===== config.mk =====
export PLATFORM = sky130hd
export DESIGN_NAME = sio_irq_track
export DESIGN_NICKNAME = d
export VERILOG_FILES = /design/src/rtl/sio_irq_pkg.sv /design/src/rtl/sio_irq_chan.sv /design/src/rtl/sio_irq_vec.sv /design/src/rtl/sio_irq_track.sv
export SDC_FILE = /design/constraint.sdc
export NUM_CORES = 1
export LEC_CHECK = 0
export BUFFER_PORTS_ARGS = -buffer_cell sky130_fd_sc_hd__buf_2
export CAP_MARGIN = 20
export CORE_MARGIN = 2
export CORE_UTILIZATION = 31
export DETAILED_ROUTE_END_ITERATION = 8
export PLACE_DENSITY = 0.56
export SETUP_SLACK_MARGIN = 0.15
export SLEW_MARGIN = 20
export SYNTH_ARGS = -nofsm -noshare
export SYNTH_HDL_FRONTEND = slang
export SYNTH_HIERARCHICAL = 1
export SYNTH_SLANG_ARGS = --single-unit
export TNS_END_PERCENT = 5

===== constraint.sdc =====
create_clock -name clk_i -period 3.4 [get_ports clk_i]
set_clock_uncertainty 0.15 [all_clocks]
set_input_delay 0 -clock clk_i [delete_from_list [all_inputs] [get_ports clk_i]]
set_output_delay 0 -clock clk_i [all_outputs]
set_load 0.02 [all_outputs]

===== src/rtl/sio_irq_pkg.sv =====
package sio_irq_pkg;

    localparam int unsigned NUM_CH = 2;
    localparam int unsigned VEC_W  = 8;

    // command field values (bits 5:3 of the command byte)
    localparam logic [2:0] CMD_RST_TX  = 3'b101;
    localparam logic [2:0] CMD_RST_IUS = 3'b111;

    typedef enum logic [1:0] {
        VACT_NONE = 2'd0,
        VACT_IDLE = 2'd1,
        VACT_RX   = 2'd2,
        VACT_TX   = 2'd3
    } vact_e;

    typedef struct packed {
        logic rx_pend;
        logic tx_pend;
        logic rx_ius;
        logic tx_ius;
        logic rr3_tx;
    } chan_state_t;

    function automatic logic [VEC_W-1:0] vec_code(vact_e act, logic is_a, logic hi);
        logic [VEC_W-1:0] c;
        case (act)
            VACT_RX: c = is_a ? (hi ? 8'h30 : 8'h0C) : (hi ? 8'h20 : 8'h04);
            VACT_TX: c = is_a ? (hi ? 8'h10 : 8'h08) : 8'h00;
            default: c = hi ? 8'h60 : 8'h06;
        endcase
        return c;
    endfunction

endpackage


===== src/rtl/sio_irq_chan.sv =====
module sio_irq_chan
    import sio_irq_pkg::*;
#(
    parameter bit IS_A = 1'b0
) (
    input  logic       clk_i,
    input  logic       rst_ni,
    input  logic       rx_set_i,
    input  logic       tx_empty_i,
    input  logic       tx_write_i,
    input  logic       cmd_wr_i,
    input  logic [2:0] cmd_code_i,
    input  logic       tx_ie_i,
    input  logic [1:0] rx_mode_i,
    input  logic       brk_ie_i,
    input  logic       brk_i,
    output logic       rr3_rx_o,
    output logic       rr3_tx_o,
    output vact_e      vact_o,
    output logic       req_o
);

    chan_state_t st_d, st_q;
    vact_e       act_d;

    always_comb begin
        st_d  = st_q;
        act_d = VACT_NONE;
        if (cmd_wr_i) begin
            if (cmd_code_i == CMD_RST_IUS) begin
                if (st_q.rx_ius) begin
                    st_d.rx_ius  = 1'b0;
                    st_d.rx_pend = 1'b0;
                    act_d        = VACT_IDLE;
                end else if (st_q.tx_ius) begin
                    st_d.tx_ius  = 1'b0;
                    st_d.tx_pend = 1'b0;
                    st_d.rr3_tx  = 1'b0;
                    act_d        = VACT_IDLE;
                end
            end else if (cmd_code_i == CMD_RST_TX) begin
                st_d.tx_ius  = 1'b0;
                st_d.tx_pend = 1'b0;
                st_d.rr3_tx  = 1'b0;
                act_d        = VACT_IDLE;
            end
        end
        if (tx_write_i) begin
            st_d.tx_ius  = 1'b0;
            st_d.tx_pend = 1'b0;
            st_d.rr3_tx  = 1'b0;
            act_d        = VACT_IDLE;
        end
        if (rx_set_i) begin
            st_d.rx_pend = 1'b1;
            st_d.rx_ius  = 1'b1;
            act_d        = VACT_RX;
        end
        if (tx_empty_i) begin
            st_d.tx_pend = 1'b1;
            if (!st_d.rx_ius) begin
                st_d.tx_ius = 1'b1;
                if (tx_ie_i) st_d.rr3_tx = 1'b1;
                act_d = VACT_TX;
            end
        end
    end

    always_ff @(posedge clk_i or negedge rst_ni) begin
        if (!rst_ni) st_q <= '0;
        else         st_q <= st_d;
    end

    assign vact_o   = act_d;
    assign rr3_rx_o = st_q.rx_pend;
    assign rr3_tx_o = st_q.rr3_tx;
    assign req_o    = (st_q.tx_pend & tx_ie_i)
                    | (((rx_mode_i == 2'b01) || (rx_mode_i == 2'b10)) & st_q.rx_pend)
                    | (brk_ie_i & brk_i);

    assert_rx_takes_ius_R2: assert property (@(posedge clk_i) disable iff (!rst_ni)
        rx_set_i |=> (st_q.rx_ius && st_q.rx_pend));

    assert_tx_blocked_by_rx_R4: assert property (@(posedge clk_i) disable iff (!rst_ni)
        (tx_empty_i && st_q.rx_ius && !st_q.tx_ius && !cmd_wr_i && !tx_write_i)
        |=> (!st_q.tx_ius && st_q.tx_pend));

    assert_write_clears_tx_R7: assert property (@(posedge clk_i) disable iff (!rst_ni)
        (tx_write_i && !tx_empty_i) |=> (!st_q.tx_pend && !st_q.rr3_tx));

    assert_rr3_tx_has_pend_R4: assert property (@(posedge clk_i) disable iff (!rst_ni)
        st_q.rr3_tx |-> (st_q.tx_pend && st_q.tx_ius));

endmodule


===== src/rtl/sio_irq_vec.sv =====
module sio_irq_vec
    import sio_irq_pkg::*;
(
    input  logic             clk_i,
    input  logic             rst_ni,
    input  vact_e            vact_b_i,
    input  vact_e            vact_a_i,
    input  logic             stat_hi_i,
    output logic [VEC_W-1:0] vec_o
);

    logic [VEC_W-1:0] vec_d, vec_q;

    always_comb begin
        vec_d = vec_q;
        if (vact_a_i != VACT_NONE)      vec_d = vec_code(vact_a_i, 1'b1, stat_hi_i);
        else if (vact_b_i != VACT_NONE) vec_d = vec_code(vact_b_i, 1'b0, stat_hi_i);
    end

    always_ff @(posedge clk_i or negedge rst_ni) begin
        if (!rst_ni) vec_q <= 8'h06;
        else         vec_q <= vec_d;
    end

    assign vec_o = vec_q;

    assert_vec_legal_R3: assert property (@(posedge clk_i) disable iff (!rst_ni)
        vec_q inside {8'h00, 8'h04, 8'h06, 8'h08, 8'h0C, 8'h10, 8'h20, 8'h30, 8'h60});

    assert_a_wins_R9: assert property (@(posedge clk_i) disable iff (!rst_ni)
        (vact_a_i == VACT_RX) |=> (vec_q == 8'h0C || vec_q == 8'h30));

endmodule


===== src/rtl/sio_irq_track.sv =====
module sio_irq_track
    import sio_irq_pkg::*;
(
    input  logic       clk_i,
    input  logic       rst_ni,
    input  logic [1:0] rx_avail_i,
    input  logic [1:0] tx_empty_i,
    input  logic [1:0] tx_write_i,
    input  logic [1:0] cmd_wr_i,
    input  logic [7:0] cmd_i,
    input  logic [1:0] tx_ie_i,
    input  logic [3:0] rx_mode_i,
    input  logic [1:0] brk_ie_i,
    input  logic [1:0] brk_i,
    input  logic       stat_hi_i,
    output logic       irq_o,
    output logic [7:0] rr3_o,
    output logic [7:0] vec_o
);

    logic  [NUM_CH-1:0] rr3_rx, rr3_tx, req;
    vact_e              vact [NUM_CH];

    for (genvar g = 0; g < NUM_CH; g++) begin : g_ch
        sio_irq_chan #(.IS_A(g == 1)) u_chan (
            .clk_i      (clk_i),
            .rst_ni     (rst_ni),
            .rx_set_i   (rx_avail_i[g]),
            .tx_empty_i (tx_empty_i[g]),
            .tx_write_i (tx_write_i[g]),
            .cmd_wr_i   (cmd_wr_i[g]),
            .cmd_code_i (cmd_i[5:3]),
            .tx_ie_i    (tx_ie_i[g]),
            .rx_mode_i  (rx_mode_i[2*g +: 2]),
            .brk_ie_i   (brk_ie_i[g]),
            .brk_i      (brk_i[g]),
            .rr3_rx_o   (rr3_rx[g]),
            .rr3_tx_o   (rr3_tx[g]),
            .vact_o     (vact[g]),
            .req_o      (req[g])
        );
    end

    sio_irq_vec u_vec (
        .clk_i     (clk_i),
        .rst_ni    (rst_ni),
        .vact_b_i  (vact[0]),
        .vact_a_i  (vact[1]),
        .stat_hi_i (stat_hi_i),
        .vec_o     (vec_o)
    );

    assign rr3_o = {2'b00, rr3_rx[1], rr3_tx[1], 1'b0, rr3_rx[0], rr3_tx[0], 1'b0};
    assign irq_o = |req;

    assert_rx_mode_irq_R8: assert property (@(posedge clk_i) disable iff (!rst_ni)
        ((rx_mode_i[3:2] == 2'b01) && rr3_o[5]) |-> irq_o);

    assert_rr3_tx_irq_R8: assert property (@(posedge clk_i) disable iff (!rst_ni)
        (rr3_o[1] && tx_ie_i[0]) |-> irq_o);

endmodule


Yosys cells after proc, flatten, opt, wreduce, memory -nomap -nowiden. Index checks and enable logic that the tools add are counted.

Bits in writable memories: 0. Logic and storage cells: 119. Memories: 0. Register bits: 18. Bits of input ports: 29. Bits in read-only memories: 0. Latch bits: 0.

Equal/unequal tests: 14. $lt $le $gt $ge: 0. Reductions and logical operators: 20. Bitwise gates (word level): 10. Multiplexer cells: 64. Shift-type cells: 0. Divide/modulo/power cells: 0. Multipliers: 0. Add/sub/neg operators: 0.

Operators with widths (count): $mux 2 (26); $pmux 8 s2 (2); $mux 1 (28); $reduce_bool 2->1 (9); $mux 8 (2); $mux 5 (3); $eq 2x2->1 const B (6); $mux 6 (2); $ne 4x3->1 const B (2); $ne 4x4->1 const B (2); $reduce_and 4->1 (2); $reduce_bool 4->1 (2); $mux 7 (1); $and 1x1->1 (6); $eq 3x3->1 const B (2); $reduce_and 3->1 (2); $reduce_bool 3->1 (2); $eq 2x1->1 const B (2); $or 1x1->1 (4); $logic_or 1x1->1 (2); $reduce_or 2->1 (1).

Depth between registers and ports, before layout.
Word-level depth: 12. Depth in mapped cells: 7. Depth with buffers taken out: 6.

Modules after synthesis. The synthesis kept the hierarchy.

Modules (own cells, without submodules): sio_irq_chan (cells an instance 30, area an instance 281.5 µm², times used 2); sio_irq_vec (cells an instance 42, area an instance 369.1 µm², times used 1); sio_irq_track (cells an instance 6, area an instance 40.0 µm², times used 1).

Least setup slack after synthesis. OpenSTA, ideal clock, no wires.

Path type: register to register. Start point: register g_ch[1].u_chan/st_q[2] (netlist bit). End point: register u_vec.vec_q[2], in the netlist u_vec/vec_o[2]. Path slack: 1693 ps. Period minus slack after synthesis: 1707 ps. Required time: 3186 ps. Arrival time: 1494 ps. Cell stages (with the launch flop): 7. Path through: dfrtp_1 or3b_1 a21oi_1 a21oi_1 buf_2 or3b_1 nand3_1.

RTL lines: start, declared (line sio_irq_chan.sv:23) `chan_state_t st_d, st_q;`; start signal, assigned (line sio_irq_chan.sv:71) `else st_q <= st_d;`; end signal, assigned (line sio_irq_vec.sv:22) `else vec_q <= vec_d;`; end, declared (line sio_irq_vec.sv:12) `logic [VEC_W-1:0] vec_d, vec_q;`.

==> key figures <==
Power and ir drop
  • Pwr Density: 319 nW/um^2
  • VDD IR max: 0.183 mV
  • Pleak: 0.636 nW

STA
  • Slew HR: 0.552
  • Setup repair after global routing missed its margin: false
  • Final worst-path cycle share: 0.560
  • F_max: 525 MHz
  • Final WS setup: 1.50 ns
  • Hold Vio Cnt, Final: 0
  • Worst Tran Pin Value: 0.672 ns
  • Final Setup Violations: 0
  • Max Slew Vio Count: 0
  • Setup_tns: 0 ns
  • Fin crit period: 1.90 ns

Synth
  • Share of Yosys cell area claimed by the top area cell type: 0.360
  • Commonest cells in the netlist: dfrtp_1, inv_1, a21oi_1
  • Post-synth ARST share: 1.00
  • Mapped cell area: 972 um^2
  • Area contributors post-synth: dfrtp_1, buf_4, dfstp_2
  • Mapped Avg Cell Area: 9.00 um^2
  • Ys Warns: 6
  • Syn Inst Count: 108
  • Count of flip-flops with a built-in enable after synthesis: 0
  • Synthesis-stage register bit count: 16
  • Synth area leader: dfrtp_1
  • Count leader, synth: dfrtp_1
  • Register area share after synthesis: 0.414
  • Primary FF master, synth: dfrtp_1
  • Synth cell types: 34

GRT
  • Vias in the first global route: 943
  • First-pass GRT wire length: 3.95 mm
  • Initial antenna violation count: 0
  • Total gr overflow: 0
  • Overall Global Routing Usage: 0.145
  • Largest net degree at the start of global routing: 11

Placed design
  • Final GP Congestion: 0.779
  • DP Wirelength: 1.65 mm
  • Pre-CTS WS: 1.55 ns
  • Placed cell count: 181
  • Port bufs: 34

Drt
  • Vias: 977
  • DRC: 0
  • DRT Pass-1 Iters: 4
  • DR iter-0 viols: 21
  • Vias per cell: 4.67
  • Detailed Route WL: 2.42 mm
  • Post-route antenna net violation count: 0
  • WL/cell: 11.6 um

Critical path
  • WS Path Type: input port to register
  • Worst EP arrival: 1.94 ns
  • Buf+Inv Stages, Crit Path: 2
  • Worst Setup SP: cmd_wr_i[1]
  • Slowest-stage cell, CP: a21oi_1
  • Worst path cell trace: dlygate4sd3_1, buf_2, nand4_1, a21o_2, a21oi_1, nor2_1, a22oi_1, o2bb2ai_1
  • Crit path max fanout: 10
  • Startpoint types: input port
  • Worst Setup End Kind: register
  • Worst R2R Start: g_ch[0].u_chan/st_q[2]
  • CP required: 3.43 ns
  • CP delay by family, top: compound AO/OA/AOI/OAI gates
  • Critical Path Max Stage Delay: 0.54 ns

Clocking
  • CTS Buf Count: 3
  • Clk pin slew, worst setup/hold paths: 0.10 ns
  • CTS tree: yes
  • Clk Latency, worst-skew pair: 0.29 ns
  • Clk buf depth: 2
  • CTS root buf: clkbuf_4
  • CTS Sinks: 16
  • Total number of H-tree levels: 1

Floorplan
  • Die Wd: 60 um
  • Total die area: 3600 um^2
  • Die height: 60 um
  • Starting Density: 0.321
  • Core area: 3030 um^2
  • IO Pins: 46
  • # rows: 20

Finish
  • Layout cells sized above 1: 0.255
  • Register Area: 403 um^2
  • Area of the multi-input gates: 478 um^2
  • # diodes: 0
  • Nets: 195
  • Layout area overhead: 46.1%
  • Layout Cells excl Fill: 209
  • Fillers: 316

Min path
  • Hold WC Path Type: input port to register
  • Min-Delay Startpoint: cmd_i[4]

Outcome
  • Status: finished, final reports clean

Run
  • Max cap viols: 0
[what timing repair did]
action                                 in CTS  in global routing
hold buffers                               24                  0
endpoints found under the hold margin      32                  0
gates resized for setup                     0                  0
buffers inserted                            0                  0
[path summary, 6_finish.rpt]
| kind | to | slack, ns | cells after the start |
|---|---|---|---|
| hold / removal | g_ch[1].u_chan/rr3_tx_o | 0.03 | 3 |
| setup reg to reg | u_vec/vec_o[4] | 1.53 | 6 |
| hold reg to reg | u_vec/vec_o[4] | 0.37 | 2 |
| min in group asynchronous | g_ch[1].u_chan/rr3_rx_o | 0.47 | 3 |
| setup / recovery | u_vec/vec_o[6] | 1.50 | 8 |
| max in group asynchronous | g_ch[0].u_chan/rr3_tx_o | 1.59 | 4 |
[worst min-delay path: cells and delay by family]
family	cells	cell delay (ns)
buffers and inverters	1	0.16
AOI/OAI and AO/OA	2	0.29
[power by group]
part           switching [mW]  internal (mW)
clock                  0.0634         0.0653
combinational          0.0610         0.0530
sequential            0.00703          0.203
[layout by cell type, fill, tap and decap left out, drive strengths merged, types with 3 or more instances in the layout]
| cell | n |
|---|---|
| o21ai | 6 |
| nand2 | 4 |
| inv | 10 |
| clkbuf | 4 |
| nor2 | 3 |
| or3b | 3 |
| nand2b | 6 |
| conb | 6 |
| dlygate4sd3 | 24 |
| a21oi | 9 |
| a21o | 6 |
| o32ai | 4 |
| dfrtp | 14 |
| buf | 34 |
| nand3 | 6 |
[cell type report]
class | instances | area share
Clock buffer | 4 | 0.0256
Timing Repair Buffer | 58 | 0.289
Tap cell | 44 | 0.0388
Multi-Input combinational cell | 77 | 0.337
Inverter | 10 | 0.0264
Sequential cell | 16 | 0.284
[metrics by stage]
stage	util	instance area (um^2)	hold WS [ns]	power, mW
final	0.469	1420	0.0339	0.453
after detailed placement	0.378	1140	-0.204	0.307
after global routing	0.469	1420	0.0372	0.482
after CTS	0.469	1420	0.00872	0.462
after floorplan	-	987	-0.446	0.275
after global placement	0.378	1140	-0.208	0.305
[sequential cells by signal (all words and copies together), names as in the netlist]
register              count
g_ch.u_chan/rr3_rx_o      2
g_ch.u_chan/rr3_tx_o      2
g_ch.u_chan/st_q          6
u_vec/vec_o               6
[logic make-up after synthesis]
kind of cell | count (synthesis) | share of synthesized area
other cells | 2 | 0.00772
simple gates | 37 | 0.225
mux | 1 | 0.0103
flops | 16 | 0.414
compound gates | 31 | 0.215
buf+inv | 19 | 0.109
xor+xnor | 2 | 0.0180
[layer usage]
metal	global-route usage	share of wire	vias up
met3	0.0476	0.048	2
met5	0	0	-
li1	-	-	489
met2	0.245	0.48	30
met1	0.173	0.46	456
met4	0.0476	0.0058	0
Note: power is estimated with default switching activity, not from simulation.
